## config.mk

```make
export PLATFORM = sky130hd
export DESIGN_NAME = msgq_ctrl
export DESIGN_NICKNAME = d
export VERILOG_FILES = /design/src/rtl/msgq_pkg.sv /design/src/rtl/msgq_regs.sv /design/src/rtl/msgq_ptrs.sv /design/src/rtl/msgq_txctl.sv /design/src/rtl/msgq_ctrl.sv
export SDC_FILE = /design/constraint.sdc
export NUM_CORES = 1
export LEC_CHECK = 0
export BUFFER_PORTS_ARGS = -buffer_cell sky130_fd_sc_hd__clkbuf_2
export CORE_MARGIN = 2
export CORE_UTILIZATION = 50
export DETAILED_ROUTE_END_ITERATION = 10
export PLACE_DENSITY = 0.91
export SLEW_MARGIN = 25
export SYNTH_ARGS = -nofsm -noshare
export SYNTH_HDL_FRONTEND = slang
export SYNTH_SLANG_ARGS = --single-unit
```

## constraint.sdc

```tcl
create_clock -name clk -period 5.1 [get_ports clk]
set_input_delay 0 -clock clk [delete_from_list [all_inputs] [get_ports clk]]
set_output_delay 0 -clock clk [all_outputs]
set_load 0.1 [all_outputs]
```

## src/rtl/msgq_pkg.sv

```systemverilog
package msgq_pkg;

    localparam logic [2:0] MODE_CONFIG = 3'b100;

    // Control word fields, grouped by function
    typedef struct packed {
        logic [2:0] plsize;
        logic [4:0] slots_m1;
        logic [1:0] retry_pol;
        logic [4:0] prio;
        logic       tx_dir;
        logic       rtr_en;
        logic       ts_en;
        logic       ie_exh;
        logic       ie_ovf;
        logic       ie_edge;
        logic       ie_half;
        logic       ie_level;
    } cfg_t;

    function automatic logic [6:0] payload_decode(input logic [2:0] code);
        logic [6:0] b;
        case (code)
            3'd5:    b = 7'd32;
            3'd6:    b = 7'd48;
            3'd7:    b = 7'd64;
            default: b = 7'd8 + {2'b00, code, 2'b00};
        endcase
        return b;
    endfunction

endpackage

```

## src/rtl/msgq_regs.sv

```systemverilog
module msgq_regs
    import msgq_pkg::*;
(
    input  logic        clk,
    input  logic        rst_n,
    input  logic [2:0]  op_mode,
    input  logic        wr_en,
    input  logic [3:0]  wr_be,
    input  logic [31:0] wr_data,
    output cfg_t        cfg,
    output logic        clr_pend
);

    typedef struct packed {
        cfg_t cfg;
        logic clr;
    } regs_s;

    regs_s r_d, r_q;
    logic  in_cfg;

    assign in_cfg = (op_mode == MODE_CONFIG);

    always_comb begin
        r_d = r_q;
        // reset request acts for one cycle, then falls back
        if (r_q.clr) r_d.clr = 1'b0;
        if (wr_en && wr_be[3] && in_cfg) begin
            r_d.cfg.plsize   = wr_data[31:29];
            r_d.cfg.slots_m1 = wr_data[28:24];
        end
        if (wr_en && wr_be[2]) begin
            r_d.cfg.retry_pol = wr_data[22:21];
            r_d.cfg.prio      = wr_data[20:16];
        end
        if (wr_en && wr_be[1] && wr_data[10]) r_d.clr = 1'b1;
        if (wr_en && wr_be[0]) begin
            r_d.cfg.tx_dir   = wr_data[7];
            r_d.cfg.rtr_en   = wr_data[6];
            if (in_cfg) r_d.cfg.ts_en = wr_data[5];
            r_d.cfg.ie_exh   = wr_data[4];
            r_d.cfg.ie_ovf   = wr_data[3];
            r_d.cfg.ie_edge  = wr_data[2];
            r_d.cfg.ie_half  = wr_data[1];
            r_d.cfg.ie_level = wr_data[0];
        end
    end

    always_ff @(posedge clk or negedge rst_n) begin
        if (!rst_n) begin
            r_q               <= '0;
            r_q.cfg.retry_pol <= 2'b11;
            r_q.clr           <= 1'b1;
        end else begin
            r_q <= r_d;
        end
    end

    assign cfg      = r_q.cfg;
    assign clr_pend = r_q.clr;

    assert_cfg_locked_R3: assert property (@(posedge clk) disable iff (!rst_n)
        (op_mode != MODE_CONFIG) |=> ($stable(r_q.cfg.plsize) && $stable(r_q.cfg.slots_m1)
                                      && $stable(r_q.cfg.ts_en)));

    assert_reset_selfclear_R9: assert property (@(posedge clk) disable iff (!rst_n)
        (r_q.clr && !(wr_en && wr_be[1] && wr_data[10])) |=> !r_q.clr);

endmodule

```

## src/rtl/msgq_ptrs.sv

```systemverilog
module msgq_ptrs #(
    parameter int unsigned DEPTH_W = 5,
    localparam int unsigned CNT_W  = DEPTH_W + 1
) (
    input  logic               clk,
    input  logic               rst_n,
    input  logic               clr,
    input  logic [DEPTH_W-1:0] last_idx,
    input  logic               tx_dir,
    input  logic               sw_adv,
    input  logic               rx_store,
    input  logic               tx_done,
    output logic [DEPTH_W-1:0] head,
    output logic [DEPTH_W-1:0] tail,
    output logic [CNT_W-1:0]   count,
    output logic               empty,
    output logic               full,
    output logic               half,
    output logic               half_free,
    output logic               ovf
);

    typedef struct packed {
        logic [DEPTH_W-1:0] head;
        logic [DEPTH_W-1:0] tail;
        logic [CNT_W-1:0]   count;
        logic               ovf;
    } ptr_s;

    ptr_s p_d, p_q;

    logic [CNT_W-1:0] depth;
    logic [CNT_W-1:0] half_lvl;
    logic             head_req, tail_req, push, pop;

    assign depth    = CNT_W'(last_idx) + CNT_W'(1);
    assign half_lvl = depth >> 1;

    assign empty     = (p_q.count == '0);
    assign full      = (p_q.count == depth);
    assign half      = (p_q.count >= half_lvl);
    assign half_free = ((depth - p_q.count) >= half_lvl);

    // producer side is the head, consumer side the tail, in both directions
    assign head_req = tx_dir ? sw_adv  : rx_store;
    assign tail_req = tx_dir ? tx_done : sw_adv;
    assign push     = head_req && !full;
    assign pop      = tail_req && !empty;

    always_comb begin
        p_d = p_q;
        if (clr) begin
            p_d = '0;
        end else begin
            if (push) p_d.head = (p_q.head == last_idx) ? '0 : p_q.head + 1'b1;
            if (pop)  p_d.tail = (p_q.tail == last_idx) ? '0 : p_q.tail + 1'b1;
            p_d.count = p_q.count + CNT_W'(push) - CNT_W'(pop);
            if (!tx_dir && rx_store && full) p_d.ovf = 1'b1;
        end
    end

    always_ff @(posedge clk or negedge rst_n) begin
        if (!rst_n) p_q <= '0;
        else        p_q <= p_d;
    end

    assign head  = p_q.head;
    assign tail  = p_q.tail;
    assign count = p_q.count;
    assign ovf   = p_q.ovf;

    assert_count_bound_R5: assert property (@(posedge clk) disable iff (!rst_n)
        p_q.count <= depth);

    assert_no_push_when_full_R5: assert property (@(posedge clk) disable iff (!rst_n)
        (full && !clr && !tail_req) |=> $stable(p_q.head));

    assert_ovf_sticky_R8: assert property (@(posedge clk) disable iff (!rst_n)
        (p_q.ovf && !clr) |=> p_q.ovf);

endmodule

```

## src/rtl/msgq_txctl.sv

```systemverilog
module msgq_txctl (
    input  logic       clk,
    input  logic       rst_n,
    input  logic       clr,
    input  logic       tx_dir,
    input  logic       rtr_en,
    input  logic       retry_en,
    input  logic [1:0] retry_pol,
    input  logic       req_set_wr,
    input  logic       req_zero_wr,
    input  logic       rtr_rx,
    input  logic       tx_done,
    input  logic       tx_fail,
    input  logic       last_msg,
    output logic       tx_req,
    output logic       abort_req,
    output logic       exhausted
);

    typedef struct packed {
        logic       req;
        logic       abort;
        logic [1:0] fails;
        logic       exh;
    } txs_s;

    txs_s t_d, t_q;
    logic       limited;
    logic [1:0] limit;

    assign limited = retry_en && !retry_pol[1];
    assign limit   = retry_pol[0] ? 2'd3 : 2'd0;

    always_comb begin
        t_d       = t_q;
        t_d.abort = 1'b0;
        if (clr) begin
            t_d = '0;
        end else if (tx_dir) begin
            if (req_set_wr) begin
                t_d.req = 1'b1;
            end else if (req_zero_wr && t_q.req) begin
                t_d.req   = 1'b0;
                t_d.abort = 1'b1;
            end
            if (rtr_rx && rtr_en) t_d.req = 1'b1;
            if (t_q.req && tx_done) begin
                t_d.fails = '0;
                if (last_msg) t_d.req = 1'b0;
            end
            if (t_q.req && tx_fail) begin
                if (limited && t_q.fails == limit) begin
                    t_d.exh   = 1'b1;
                    t_d.req   = 1'b0;
                    t_d.fails = '0;
                end else if (t_q.fails != 2'd3) begin
                    t_d.fails = t_q.fails + 1'b1;
                end
            end
        end
    end

    always_ff @(posedge clk or negedge rst_n) begin
        if (!rst_n) t_q <= '0;
        else        t_q <= t_d;
    end

    assign tx_req    = t_q.req;
    assign abort_req = t_q.abort;
    assign exhausted = t_q.exh;

    assert_abort_drops_req_R11: assert property (@(posedge clk) disable iff (!rst_n)
        t_q.abort |-> !t_q.req);

    assert_abort_single_R11: assert property (@(posedge clk) disable iff (!rst_n)
        t_q.abort |=> !t_q.abort);

    assert_exh_drops_req_R13: assert property (@(posedge clk) disable iff (!rst_n)
        $rose(t_q.exh) |-> !t_q.req);

    assert_rx_no_req_R10: assert property (@(posedge clk) disable iff (!rst_n)
        (!tx_dir && !t_q.req) |=> !t_q.req);

endmodule

```

## src/rtl/msgq_ctrl.sv

```systemverilog
module msgq_ctrl
    import msgq_pkg::*;
#(
    parameter int unsigned DEPTH_W = 5,
    localparam int unsigned CNT_W  = DEPTH_W + 1
) (
    input  logic               clk,
    input  logic               rst_n,
    input  logic [2:0]         op_mode,
    input  logic               retry_en,
    input  logic               wr_en,
    input  logic [3:0]         wr_be,
    input  logic [31:0]        wr_data,
    output logic [31:0]        rd_data,
    input  logic               rx_store,
    input  logic               tx_done,
    input  logic               tx_fail,
    input  logic               rtr_rx,
    output logic [DEPTH_W-1:0] head_idx,
    output logic [DEPTH_W-1:0] tail_idx,
    output logic [CNT_W-1:0]   fill_count,
    output logic               fifo_empty,
    output logic               fifo_half,
    output logic               fifo_full,
    output logic [6:0]         payload_bytes,
    output logic               tx_req,
    output logic               abort_req,
    output logic               irq_fifo,
    output logic               irq_overflow,
    output logic               irq_exhausted
);

    cfg_t cfg;
    logic clr_pend;
    logic lane1_wr, sw_adv, req_set_wr, req_zero_wr;
    logic half_free, ovf, exhausted;

    assign lane1_wr    = wr_en && wr_be[1];
    assign sw_adv      = lane1_wr && wr_data[8];
    assign req_set_wr  = lane1_wr && wr_data[9];
    assign req_zero_wr = lane1_wr && !wr_data[9];

    msgq_regs u_regs (
        .clk      (clk),
        .rst_n    (rst_n),
        .op_mode  (op_mode),
        .wr_en    (wr_en),
        .wr_be    (wr_be),
        .wr_data  (wr_data),
        .cfg      (cfg),
        .clr_pend (clr_pend)
    );

    msgq_ptrs #(.DEPTH_W(DEPTH_W)) u_ptrs (
        .clk       (clk),
        .rst_n     (rst_n),
        .clr       (clr_pend),
        .last_idx  (cfg.slots_m1[DEPTH_W-1:0]),
        .tx_dir    (cfg.tx_dir),
        .sw_adv    (sw_adv),
        .rx_store  (rx_store),
        .tx_done   (tx_done),
        .head      (head_idx),
        .tail      (tail_idx),
        .count     (fill_count),
        .empty     (fifo_empty),
        .full      (fifo_full),
        .half      (fifo_half),
        .half_free (half_free),
        .ovf       (ovf)
    );

    msgq_txctl u_txctl (
        .clk         (clk),
        .rst_n       (rst_n),
        .clr         (clr_pend),
        .tx_dir      (cfg.tx_dir),
        .rtr_en      (cfg.rtr_en),
        .retry_en    (retry_en),
        .retry_pol   (cfg.retry_pol),
        .req_set_wr  (req_set_wr),
        .req_zero_wr (req_zero_wr),
        .rtr_rx      (rtr_rx),
        .tx_done     (tx_done),
        .tx_fail     (tx_fail),
        .last_msg    (fill_count == CNT_W'(1)),
        .tx_req      (tx_req),
        .abort_req   (abort_req),
        .exhausted   (exhausted)
    );

    always_comb begin
        if (cfg.tx_dir)
            irq_fifo = (fifo_empty && cfg.ie_edge) || (half_free && cfg.ie_half)
                    || (!fifo_full && cfg.ie_level);
        else
            irq_fifo = (fifo_full && cfg.ie_edge) || (fifo_half && cfg.ie_half)
                    || (!fifo_empty && cfg.ie_level);
    end

    assign irq_overflow  = ovf && cfg.ie_ovf;
    assign irq_exhausted = exhausted && cfg.ie_exh;
    assign payload_bytes = payload_decode(cfg.plsize);

    assign rd_data = {cfg.plsize, cfg.slots_m1, 1'b0, cfg.retry_pol, cfg.prio,
                      5'b0, clr_pend, tx_req, 1'b0,
                      cfg.tx_dir, cfg.rtr_en, cfg.ts_en, cfg.ie_exh, cfg.ie_ovf,
                      cfg.ie_edge, cfg.ie_half, cfg.ie_level};

    assert_status_exclusive_R6: assert property (@(posedge clk) disable iff (!rst_n)
        !(fifo_empty && fifo_full));

endmodule

```

==> flow_summary.yaml <==
route:
  finalWirelength_um: 8500
  drt_iter0_drc: 142
  ant_nets: 0
  via_per_inst: 5.51
  drc_errors: 0
  first_pass_iters: 4
  avgRoutedWirePerCell_um: 17.1
  routed-via-count: 2744
timing:
  fin_crit_ns: 3.53
  finalCritPeriodShare: 0.693
  hold_viol: 0
  rsz0062_at_grt: "false"
  slew_violations: 0
  slew_headroom: 0.612
  setup_tns_ns: 0
  tightest_slew_ns: 0.582
  fin_worst_skew_ns: 0.0122
  setup_viol: 0
  fmax_mhz: 283
final_layout:
  diodes: 0
  multiInputGateArea_um2: 1720
  final-seq-area_um2: 1150
  area_delta_synth_final_pct: 29.1
  fin_nets: 497
  final_cell_mix: "94 x clkbuf_2, 43 x dfrtp_1, 28 x dlygate4sd3_1"
  final_common_cell: "clkbuf_2"
  drive_gt1_frac: 0.336
  fillers: 418
clock_tree:
  clockRootBuffer: "clkbuf_8"
  clockBufferDepth: 2
  clkTransAtPathRegs_ns: 0.10
  clkLatencyLatePin_ns: 0.32
  cts_buffers: 5
  h-tree-depth: 2
  cts.sinks: 46
  post_cts_resized: 0
  tritoncts: "yes"
synthesis:
  synthArstFlopShare: 1.00
  syn_area_um2: 3060
  synth-warning-count: 0
  synthFlopType: "dfrtp_1"
  synth_seq_cells: 46
  synth-seq-area-share: 0.377
  ys_types: 54
  syn_inst: 304
  synth-edff-count: 0
  avgSynthCellArea_um2: 10.1
grt:
  track_usage: 0.266
  grt_pass1_wl_um: 13500
  grt.overflow.total: 0
  grt_pass1_vias: 2819
  grt_max_degree: 47
  antenna_found_initial: 0
floorplanning:
  die_h_um: 82.3
  die-area_um2: 6770
  die_x_um: 82.3
  io_pins: 110
  start_util: 0.517
  coreArea_um2: 5920
  rows: 28
setup_path:
  reg2reg_depth: 14
  cp.required_ns: 5.10
  startpoint_type: "flop"
  critPathKind: "reg2out"
  worstPathArrival_ns: 3.53
  endpoint_kind: "primary output"
  crit_slowest_cell: "dfrtp_1"
  slowest_delay_ns: 0.61
  critical_path.max_fanout: 8
  crit_chain: "ha_1 > xor2_1 > ha_1 > a21oi_1 > o21ai_0 > xor2_1 > ha_1 > o21ai_0 > a21oi_1 > nor4_1 > a311oi_2 > clkbuf_2"
  crit_top_cell: "ha_1"
placement:
  place.gp.congestion: 0.846
  io_buffers: 94
  hpwl_um: 5760
flow_run:
  drv_cap: 0
hold_path:
  hold_path.class: "in2reg"
  hold_depth: 3
outcome:
  status: "completed"
==> synth_stat cells (all sizes together), types with 2 or more instances <==
cell type / count / share of area
dfrtp: 43 / 0.35
ha: 26 / 0.11
mux2: 24 / 0.088
inv: 23 / 0.028
nand2: 18 / 0.022
nor2: 18 / 0.023
buf: 17 / 0.041
a21oi: 16 / 0.026
o21ai: 14 / 0.023
xnor2: 14 / 0.040
xor2: 12 / 0.034
nand3: 8 / 0.013
nor2b: 6 / 0.012
nor3: 5 / 0.0082
nand2b: 4 / 0.0082
a21o: 3 / 0.0074
and2: 3 / 0.0061
and3: 3 / 0.0061
clkbuf: 3 / 0.0037
dfstp: 3 / 0.026
a211o: 2 / 0.0057
a221oi: 2 / 0.0057
a41oi: 2 / 0.012
and4: 2 / 0.0057
fa: 2 / 0.013
nand3b: 2 / 0.0049
nand4: 2 / 0.0041
nand4b: 2 / 0.0057
nor4: 2 / 0.0041
o211ai: 2 / 0.0082
or2: 2 / 0.0041
or3: 2 / 0.0057
==> routing by layer <==
layer  part of all wire  up-vias  wire length [um]  global-route usage
met5                  0        -                 0                   0
met4              0.015        0               124               0.100
met1               0.40     1325              3360               0.326
li1                   -     1287                 -                   -
met2               0.52      118              4430               0.465
met3              0.068       14               579              0.0478
==> stage by stage <==
step                hold slack [ns]  std cells   util  cell area (um2)  worst slack (ns)
finish                       0.0222        498  0.667             3950              1.57
global route                 0.0562        498  0.667             3950              1.40
CTS                        0.000979        498  0.667             3950              1.64
detailed placement            0.127        462  0.597             3530              1.86
global placement              0.117        462  0.597             3530              2.05
floorplan                    -0.296        312      -             3100             0.814
==> critical path, delay by kind of cell (launching register included) <==
family,cells,cell delay (ns)
fa+ha+maj,3,0.90
flops,1,0.61
compound gates,5,0.59
xor+xnor,2,0.42
buf+inv,1,0.39
simple gates,1,0.29
==> final timing paths <==
kind,startpoint,to,slack [ns]
worst max-delay path,u_regs.cfg[16],irq_fifo,1.57
worst min-delay path,wr_be[0],u_regs.cfg[5],0.02
worst max register to register,u_regs.cfg[16],u_ptrs.count[4],1.77
worst min register to register,u_txctl.exhausted,u_txctl.exhausted,0.52
max in group asynchronous,rst_n,u_regs.cfg[5],4.36
min in group asynchronous,rst_n,u_regs.cfg[16],0.34
==> cell type report <==
cell class / count / area share
Multi-Input combinational cell: 223 / 0.435
Sequential cell: 46 / 0.292
Timing Repair Buffer: 123 / 0.192
Tap cell: 75 / 0.0237
Inverter: 23 / 0.0218
Clock buffer: 5 / 0.0174
Clock inverter: 3 / 0.0174
==> cell families (layout without fill, tap and decap cells) <==
logic type,after synthesis,count (layout),share of synthesized area
adder cells (fa/ha/maj),28,28,0.119
multiplexers,25,25,0.0915
XOR/XNOR,26,26,0.0744
AND/OR/NAND/NOR,83,83,0.145
AO/OA/AOI/OAI,52,52,0.118
buffers and inverters,43,154,0.0727
other,1,9,0.00122
flip-flops,46,46,0.377
==> timing repair <==
action / in CTS / in global routing
hold buffers: 28 / 0
buffers inserted: 0 / 0
hold endpoints to repair: 68 / 0
==> sequential cells by signal, summed over array words and instances (netlist names), 2 cells and up <==
name / flops
u_regs.cfg: 23
u_ptrs.count: 6
u_ptrs.head: 5
u_ptrs.tail: 5
u_txctl.t_q: 2
Power is not shown: default switching activity piles up to over one toggle a cycle in this logic, so the estimate is an artifact.
